--- src/rtl/pwm_timer_pkg.sv ---
package pwm_timer_pkg;

  typedef enum logic [2:0] {
    MD_COUNT,
    MD_FAST,
    MD_DUAL,
    MD_SIX_SS,
    MD_SIX_DS
  } tmode_e;

  localparam int ADR_CTRL = 0;
  localparam int ADR_TOP  = 1;
  localparam int ADR_OE   = 2;
  localparam int ADR_PORT = 3;
  localparam int ADR_FLAG = 4;
  localparam int ADR_CMP0 = 5;

  function automatic tmode_e decode_mode(input logic en, input logic [1:0] field);
    if (!en) return MD_COUNT;
    case (field)
      2'b00:   return MD_FAST;
      2'b01:   return MD_DUAL;
      2'b10:   return MD_SIX_SS;
      default: return MD_SIX_DS;
    endcase
  endfunction

  function automatic logic is_dual(input tmode_e m);
    return (m == MD_DUAL) || (m == MD_SIX_DS);
  endfunction

  function automatic logic is_six(input tmode_e m);
    return (m == MD_SIX_SS) || (m == MD_SIX_DS);
  endfunction

endpackage

--- src/rtl/ptc_counter.sv ---
module ptc_counter #(
  parameter int CW = 8
) (
  input  logic          clk,
  input  logic          rst_n,
  input  logic          dual,
  input  logic [CW-1:0] top,
  output logic [CW-1:0] cnt,
  output logic          period_evt
);
  localparam logic [CW-1:0] ONE = CW'(1);

  logic up;

  // end of period: wrap for single slope, leaving zero for dual slope
  assign period_evt = dual ? (cnt == '0) : (cnt >= top);

  always_ff @(posedge clk) begin
    if (!rst_n) begin
      cnt <= '0;
      up  <= 1'b1;
    end else if (!dual) begin
      up  <= 1'b1;
      cnt <= (cnt >= top) ? '0 : cnt + ONE;
    end else if (cnt == '0) begin
      up  <= 1'b1;
      cnt <= (top != '0) ? ONE : '0;
    end else if (up && (cnt >= top)) begin
      up  <= 1'b0;
      cnt <= cnt - ONE;
    end else begin
      cnt <= up ? cnt + ONE : cnt - ONE;
    end
  end
endmodule

--- src/rtl/ptc_buffer.sv ---
module ptc_buffer #(
  parameter int W  = 8,
  parameter int AW = 3,
  parameter logic [AW-1:0] ADDR = '0
) (
  input  logic          clk,
  input  logic          rst_n,
  input  logic          wr_en,
  input  logic [AW-1:0] wr_addr,
  input  logic [W-1:0]  wr_data,
  input  logic          load,
  input  logic          bypass,
  output logic [W-1:0]  buf_q,
  output logic [W-1:0]  eff
);
  logic [W-1:0] act_q;

  always_ff @(posedge clk) begin
    if (!rst_n) begin
      buf_q <= '0;
      act_q <= '0;
    end else begin
      if (wr_en && (wr_addr == ADDR)) buf_q <= wr_data;
      if (load) act_q <= buf_q;
    end
  end

  assign eff = bypass ? buf_q : act_q;
endmodule

--- src/rtl/ptc_pinmux.sv ---
module ptc_pinmux
  import pwm_timer_pkg::*;
#(
  parameter int CW   = 8,
  parameter int NCMP = 3,
  localparam int NPIN = 2 * NCMP
) (
  input  tmode_e                   mode,
  input  logic [CW-1:0]            cnt,
  input  logic [NCMP-1:0][CW-1:0]  cmp,
  input  logic [NPIN-1:0]          oe,
  input  logic [NPIN-1:0]          port,
  output logic [NPIN-1:0]          pins
);
  logic [NCMP-1:0] wave;

  always_comb begin
    for (int k = 0; k < NCMP; k++) wave[k] = (cnt < cmp[k]);
    pins = port;
    if (is_six(mode)) begin
      for (int i = 0; i < NPIN; i++) pins[i] = oe[i] ? wave[0] : port[i];
    end else if (mode != MD_COUNT) begin
      for (int k = 0; k < NCMP; k++) begin
        pins[2*k]   = wave[k];
        pins[2*k+1] = ~wave[k];
      end
    end
  end
endmodule

--- src/rtl/pwm_timer.sv ---
module pwm_timer
  import pwm_timer_pkg::*;
#(
  parameter int CW   = 8,
  parameter int NCMP = 3,
  parameter int AW   = 3
) (
  input  logic              clk,
  input  logic              rst_n,
  input  logic              wr_en,
  input  logic [AW-1:0]     wr_addr,
  input  logic [CW-1:0]     wr_data,
  input  logic [AW-1:0]     rd_addr,
  output logic [CW-1:0]     rd_data,
  output logic [CW-1:0]     count,
  output logic              ovf_flag,
  output logic [2*NCMP-1:0] pins
);
  localparam int NPIN = 2 * NCMP;

  logic                   ctrl_en;
  logic [1:0]             ctrl_field;
  logic [NPIN-1:0]        oe_q;
  logic [NPIN-1:0]        port_q;
  tmode_e                 mode;
  logic                   normal;
  logic                   dual;
  logic                   period_evt;
  logic                   load;
  logic [CW-1:0]          top_buf;
  logic [CW-1:0]          top_eff;
  logic [NCMP-1:0][CW-1:0] cmp_buf;
  logic [NCMP-1:0][CW-1:0] cmp_eff;

  assign mode   = decode_mode(ctrl_en, ctrl_field);
  assign normal = (mode == MD_COUNT);
  assign dual   = is_dual(mode);
  assign load   = normal | period_evt;

  always_ff @(posedge clk) begin
    if (!rst_n) begin
      ctrl_en    <= 1'b0;
      ctrl_field <= 2'b00;
      oe_q       <= '0;
      port_q     <= '0;
    end else if (wr_en) begin
      if (wr_addr == AW'(ADR_CTRL)) {ctrl_en, ctrl_field} <= wr_data[2:0];
      if (wr_addr == AW'(ADR_OE))   oe_q   <= wr_data[NPIN-1:0];
      if (wr_addr == AW'(ADR_PORT)) port_q <= wr_data[NPIN-1:0];
    end
  end

  always_ff @(posedge clk) begin
    if (!rst_n) ovf_flag <= 1'b0;
    else if (period_evt) ovf_flag <= 1'b1;
    else if (wr_en && (wr_addr == AW'(ADR_FLAG)) && wr_data[0]) ovf_flag <= 1'b0;
  end

  ptc_buffer #(.W(CW), .AW(AW), .ADDR(AW'(ADR_TOP))) u_top (
    .clk(clk), .rst_n(rst_n), .wr_en(wr_en), .wr_addr(wr_addr), .wr_data(wr_data),
    .load(load), .bypass(normal), .buf_q(top_buf), .eff(top_eff)
  );

  for (genvar g = 0; g < NCMP; g++) begin : g_cmp
    ptc_buffer #(.W(CW), .AW(AW), .ADDR(AW'(ADR_CMP0 + g))) u_cmp (
      .clk(clk), .rst_n(rst_n), .wr_en(wr_en), .wr_addr(wr_addr), .wr_data(wr_data),
      .load(load), .bypass(normal), .buf_q(cmp_buf[g]), .eff(cmp_eff[g])
    );
  end

  ptc_counter #(.CW(CW)) u_cnt (
    .clk(clk), .rst_n(rst_n), .dual(dual), .top(top_eff),
    .cnt(count), .period_evt(period_evt)
  );

  ptc_pinmux #(.CW(CW), .NCMP(NCMP)) u_mux (
    .mode(mode), .cnt(count), .cmp(cmp_eff), .oe(oe_q), .port(port_q), .pins(pins)
  );

  always_comb begin
    rd_data = '0;
    if (rd_addr == AW'(ADR_CTRL)) rd_data = CW'({ctrl_en, ctrl_field});
    if (rd_addr == AW'(ADR_TOP))  rd_data = top_buf;
    if (rd_addr == AW'(ADR_OE))   rd_data = CW'(oe_q);
    if (rd_addr == AW'(ADR_PORT)) rd_data = CW'(port_q);
    if (rd_addr == AW'(ADR_FLAG)) rd_data = CW'(ovf_flag);
    for (int k = 0; k < NCMP; k++)
      if (rd_addr == AW'(ADR_CMP0 + k)) rd_data = cmp_buf[k];
  end
endmodule

--- config.mk ---
export PLATFORM = sky130hd
export DESIGN_NAME = pwm_timer
export DESIGN_NICKNAME = d
export VERILOG_FILES = /design/src/rtl/pwm_timer_pkg.sv /design/src/rtl/ptc_counter.sv /design/src/rtl/ptc_buffer.sv /design/src/rtl/ptc_pinmux.sv /design/src/rtl/pwm_timer.sv
export SDC_FILE = /design/constraint.sdc
export NUM_CORES = 1
export LEC_CHECK = 0
export BUFFER_PORTS_ARGS = -buffer_cell sky130_fd_sc_hd__buf_2
export CAP_MARGIN = 25
export CORE_MARGIN = 1.5
export CORE_UTILIZATION = 53
export DETAILED_ROUTE_END_ITERATION = 7
export PLACE_DENSITY = 0.83
export SYNTH_ARGS = -nofsm -noshare
export SYNTH_HDL_FRONTEND = slang
export SYNTH_SLANG_ARGS = --single-unit
--- constraint.sdc ---
create_clock -name clk -period 4.7 [get_ports clk]
set_input_delay 0.235 -clock clk [delete_from_list [all_inputs] [get_ports clk]]
set_output_delay 0.235 -clock clk [all_outputs]
set_load 0.02 [all_outputs]
After elaboration in Yosys (flattened, before gate mapping)

Cells that the tools add are included.
Widths: inputs -> output; s select.

Order comparisons: 4
Multiplexer cells: 31
Bitwise gates (word level): 6
Equal/unequal tests: 19
$add $sub $neg: 2
Reductions and logical operators: 21

Operator list:

| operator            | number |
|---|---|
| $mux 8              | 16 |
| $eq 3x3->1 const B  | 9 |
| $lt 8x8->1          | 3 |
| $eq 3x2->1 const B  | 6 |
| $mux 6              | 2 |
| $mux 1              | 10 |
| $logic_not 3->1     | 3 |
| $pmux 3 s3          | 1 |
| $add 8x1->8 const B | 1 |
| $ge 8x8->1          | 1 |
| $logic_not 8->1     | 1 |
| $reduce_bool 8->1   | 1 |
| $sub 8x1->8 const B | 1 |
| $logic_and 1x1->1   | 7 |
| $eq 3x1->1 const B  | 2 |
| $mux 3              | 2 |
| $reduce_and 2->1    | 3 |
| $not 1->1           | 5 |
| $reduce_bool 3->1   | 1 |
| $reduce_or 3->1     | 1 |
| $eq 2x1->1 const B  | 1 |
| $eq 2x2->1 const B  | 1 |
| $logic_not 2->1     | 1 |
| $logic_or 1x1->1    | 2 |
| 2 further kinds     | 2 |

Input port bits: 17
Register bits: 89
Logic and storage cells: 98

Longest topological paths before layout

Depth after elaboration: 10
Gate-level depth with buffers: 13
Depth with buffers taken out: 11

Hierarchy

Synthesis repeated with hierarchy kept, for this count alone.

Cells, all modules: 623
Area, all modules: 5725.5 sq um

Modules (own cells, without submodules):

| module                           | times used | cells each | area each (sq um) |
|---|---|---|---|
| ptc_buffer at g_cmp[0].u_cmp ... | 3          | 70         | 726.9 |
| pwm_timer                        | 1          | 122        | 1189.9 |
| ptc_counter                      | 1          | 102        | 834.6 |
| ptc_pinmux                       | 1          | 119        | 792.0 |
| ptc_buffer at g_cmp[2].u_cmp     | 1          | 70         | 728.2 |

Worst setup path after synthesis

No wires, ideal clock.

Kind: register to output
Start: register ctrl_field[1]
End: output port pins[2]
Path buffers: 2
Cell stages (with the launch flop): 13
Arrival time: 3.583 ns
Slack: 0.882 ns
Cells stage by stage: dfxtp_1 -> inv_1 -> ha_1 -> o41a_1 -> clkbuf_1 -> buf_1 -> mux2i_1 -> ha_1 -> and4_1 -> a221oi_1 -> o211a_1 -> nor2_1 -> a221oi_1

Longest elaborated chain between the ends: 8
Elaborated cells between the ends (all ways): 17
Classes of those cells: order compare (2); eq/ne (4); mux (7); reduce/logical (4)

RTL lines:

| item                                    | RTL line                           | text |
|---|---|---|
| start, declared                         | pwm_timer.sv:22                    | `logic [1:0] ctrl_field;` |
| start signal, assigned                  | pwm_timer.sv:47                    | `if (wr_addr == AW'(ADR_CTRL)) {ctrl_en, ctrl_field} <= wr_data[2:0];` |
| $eq 2x2->1 (tied with other cells)      | pwm_timer_pkg.sv:20                | `case (field)` |
| $pmux 3 s3 (*)                          | pwm_timer_pkg.sv:20                |  |
| $mux 3 (*)                              | pwm_timer_pkg.sv:20                |  |
| $logic_not 3->1                         | pwm_timer.sv:36                    | `assign normal = (mode == MD_COUNT);` |
| $mux 8                                  | ptc_buffer.sv:28                   | `assign eff = bypass ? buf_q : act_q;` |
| $lt 8x8->1                              | ptc_pinmux.sv:18                   | `for (int k = 0; k < NCMP; k++) wave[k] = (cnt < cmp[k]);` |
| $mux 6 / $mux 1 (equally long branches) | ptc_pinmux.sv:22, ptc_pinmux.sv:21 |  |
| $mux 6 (*)                              | ptc_pinmux.sv:20                   | `if (is_six(mode)) begin` |
| end, declared                           | pwm_timer.sv:17                    | `output logic [2*NCMP-1:0] pins` |

Mark *: on every way between the ends. The rest lies on a longest branch, timed or not.

Final worst setup path

Start: register ctrl_field[0]
End: output port pins[3]

Longest elaborated chain between the ends: 9
Elaborated cells between the ends (all ways): 18
Classes of those cells: order compare (2); eq/ne (4); mux (7); bitwise (1); reduce/logical (4)

RTL lines:

| item                               | RTL line            | text |
|---|---|---|
| $eq 2x2->1 (tied with other cells) | pwm_timer_pkg.sv:20 |  |
| $pmux 3 s3 (*)                     | pwm_timer_pkg.sv:20 |  |
| $mux 3 (*)                         | pwm_timer_pkg.sv:20 |  |
| $logic_not 3->1                    | pwm_timer.sv:36     |  |
| $mux 8                             | ptc_buffer.sv:28    |  |
| $lt 8x8->1                         | ptc_pinmux.sv:18    |  |
| $not 1->1                          | ptc_pinmux.sv:25    | `pins[2*k+1] = ~wave[k];` |
| $mux 6                             | ptc_pinmux.sv:22    | `end else if (mode != MD_COUNT) begin` |
| $mux 6 (*)                         | ptc_pinmux.sv:20    |  |

Marks and branches as above.

==> flow_metrics.py <==
metrics = {
    "placed_design": {
        "dp_hpwl_microns": 10320,
        "placedCellCount": 763,
        "routabilityCongestion": 0.9509,
        "portBuffers": 39,
    },
    "synthesis": {
        "yosysTopAreaCell": "dfxtp_1",
        "async_flop_share": 0,
        "synth-edff-count": 0,
        "synth_area_per_cell_sq_um": 8.494,
        "syn_inst": 619,
        "synthesis.area_sq_mm": 0.005258,
        "synth.distinct_cells": 56,
        "synth_nets": 671,
        "synthSimpleGateAreaFrac": 0.2175,
        "synth-compound-area-share": 0.1226,
        "synth-main-ff-cell": "dfxtp_1",
        "synth_top_family_by_area": "simple AND/OR/NAND/NOR gates",
        "yosys-top-cells-area": "dfxtp_1 34%, mux2i_1 16%, nand2_1 11%",
        "synth-xor-area-share": 0.001666,
        "synth_warnings": 0,
        "synth.area.mux_share": 0.2023,
        "synth-seq-cells": 89,
        "synth_top_area_frac": 0.3389,
        "ys_seq_area_frac": 0.3389,
        "synth_fa_ha_area_frac": 0.08329,
    },
    "power_and_ir_drop": {
        "total_leakage_power_nw": 2.156,
        "p_seq_frac": 0.514,
        "switchingPower_uw": 441.5,
        "p_sw_frac": 0.2897,
        "p_int_mw": 1.082,
        "peakVddDrop_mv": 0.1666,
        "finalPower_mw": 1.524,
        "clkPwrFrac": 0.378,
        "power_density_mw_per_mm2": 266.4,
        "comb_power_share": 0.108,
    },
    "drt": {
        "viasPerCell": 6.021,
        "post-route-drc-count": 0,
        "num_vias": 4690,
        "first_pass_iters": 7,
        "wirelength_microns": 14170,
        "final_antenna_net_count": 0,
        "wl_per_cell_microns": 18.19,
        "drt_iter0_drc": 360,
    },
    "run": {
        "drv_cap": 0,
    },
    "clocking": {
        "cts_buffer_depth": 2,
        "root_buffer": "clkbuf_8",
        "cts_resized": 0,
        "clkLatencyLatePin_ps": 370,
        "hold_buffers": 0,
        "cts.clk_slew.worst_paths_ps": 100,
        "clock-sinks": 89,
        "cts_setup_buffers": 0,
        "cts_htree_levels": 3,
        "cts_buffers": 9,
        "cts_tree": "done",
    },
    "worst_hold_path": {
        "min_path_type": "in2reg",
        "holdCritStartpoint": "wr_data[6]",
        "hold-path-cell-count": 3,
        "hold_end": "g_cmp[1].u_cmp.buf_q[6]",
    },
    "floorplanning": {
        "boundaryPins": 40,
        "start_util": 0.5429,
        "core-area_sq_mm": 0.009684,
        "die-area_sq_mm": 0.01053,
        "rows": 36,
        "die_w_microns": 102.6,
        "die_h_microns": 102.6,
    },
    "sta": {
        "finClkSkew_ps": 13.86,
        "final_hold_viol_count": 0,
        "tightest_slew_ps": 798.5,
        "tns_ps": 0,
        "hold_ws_ps": 138.8,
        "relSlewSlack": 0.4658,
        "post-route-period-util": 0.8961,
        "fmax_mhz": 237.4,
        "setup_viol": 0,
        "maxSlewViolCount": 0,
        "finalCriticalPeriod_ps": 4212,
        "rsz0062_at_grt": "no",
    },
    "grt": {
        "grtUsageTotal": 0.2850,
        "grt_pass1_wl_microns": 22720,
        "grt.overflow.total": 0,
        "antenna_found_initial": 0,
        "grt_max_degree": 74,
        "grt_pass1_vias": 4445,
    },
    "final_layout": {
        "antenna_cells": 0,
        "nets": 693,
        "final_layout_size_suffix_gt1_frac": 0.1300,
        "final_cell_mix": "151 x nand2_1, 89 x dfxtp_1, 86 x mux2i_1",
        "final_cells": 779,
        "final_common_cell": "nand2_1",
        "area_growth_pct": 8.805,
    },
    "critical_path": {
        "crit_type": "reg2out",
        "r2r-start": "ctrl_en",
        "arrival_ps": 3980,
        "cp-end-kind": "output pin",
        "critPathLaunchType": "flop",
        "reg2reg_slack_ps": 1170,
        "path_max_fanout": 8,
        "r2r_cells": 9,
        "r2r-end": "u_top.act_q[1]",
        "required_ps": 4470,
    },
    "outcome": {
        "outcome": "finished, final reports clean",
    },
}
-- worst max-delay path by stage --
stage	from	endpoint	cells past startpoint
after floorplan	ctrl_field[1]	pins[2]	12
after global placement	ctrl_field[0]	pins[2]	12
after detailed placement	ctrl_field[0]	pins[2]	12
after CTS	ctrl_field[0]	pins[2]	12
after global routing	ctrl_field[0]	pins[2]	12
final	ctrl_field[0]	pins[3]	12
-- sequential cells by signal, indices dropped and copies added (netlist names) --
register / count
u_top.act_q: 8
ctrl_field: 2
u_top.buf_q: 8
ctrl_en: 1
g_cmp.u_cmp.buf_q: 24
g_cmp.u_cmp.act_q: 24
oe_q: 6
ovf_flag: 1
port_q: 6
u_cnt.up: 1
u_cnt.cnt: 8
-- Yosys cell counts (all sizes together), types with 4 or more instances --
cell type / instances
nand2: 151
dfxtp: 89
mux2i: 86
a21oi: 40
nor2: 39
ha: 35
clkbuf: 23
o21ai: 21
mux2: 14
buf: 10
nor3: 10
a221oi: 8
nand3: 8
inv: 7
nor2b: 7
a211oi: 5
nor3b: 5
a21o: 4
a22oi: 4
and3: 4
and4: 4
nand2b: 4
-- power groups by stage --
stage / combinational, mW / clock (mW) / sequential (mW)
6_report: 0.164 / 0.577 / 0.783
5_1_grt: 0.180 / 0.615 / 0.785
4_1_cts: 0.162 / 0.582 / 0.783
3_5_place_dp: 0.161 / 0 / 0.800
3_3_place_gp: 0.157 / 0 / 0.800
2_1_floorplan: 0.114 / 0 / 0.796
-- logic make-up (layout without fill, tap and decap cells) --
group | count (synthesis) | count (layout)
and+or+nand+nor | 253 | 253
muxes | 102 | 102
AOI/OAI and AO/OA | 98 | 98
DFF | 89 | 89
buffers and inverters | 41 | 68
adders and majority gates | 35 | 35
xor gates and xnor gates | 1 | 1
-- area by class of cell --
type                       instances  area [sq um]
tap                              133         166.4
clock buffer                       9         123.9
inverter                           8         30.03
clock inverter                     7         87.58
timing repair buffer              44         232.7
fill                             868          3964
multi-input combinational        489          3298
sequential                        89          1782
-- stage by stage --
stage	util	cell area, sq um	setup slack, ps
finish	0.5907	5720	488.3
global route	0.5907	5720	206.4
CTS	0.5907	5720	519.4
detailed placement	0.5689	5509	935.9
global placement	0.5689	5509	1076
floorplan	-	5258	881.8
-- critical path, cell delays in order (launching register included) --
cell and delay (ps):
dfxtp_1 370, inv_1 90, ha_1 380, o41ai_4 790, mux2i_1 270, ha_1 260, and4_1 210, a211oi_1 220
o21ai_0 130, o21ai_1 280, o21ai_0 140, a221o_1 310, buf_2 160
-- layer usage --
| layer | GRT usage | share of wire | vias up | wire length, microns |
|---|---|---|---|---|
| met4 | 0.1222 | 0.031 | 0 | 435 |
| met1 | 0.3714 | 0.42 | 2234 | 5931 |
| met3 | 0.06441 | 0.090 | 28 | 1278 |
| met2 | 0.4549 | 0.46 | 198 | 6521 |
| met5 | 0 | 0 | - | 0 |
| li1 | - | - | 2230 | - |
Note: power is estimated with default switching activity, not from simulation.
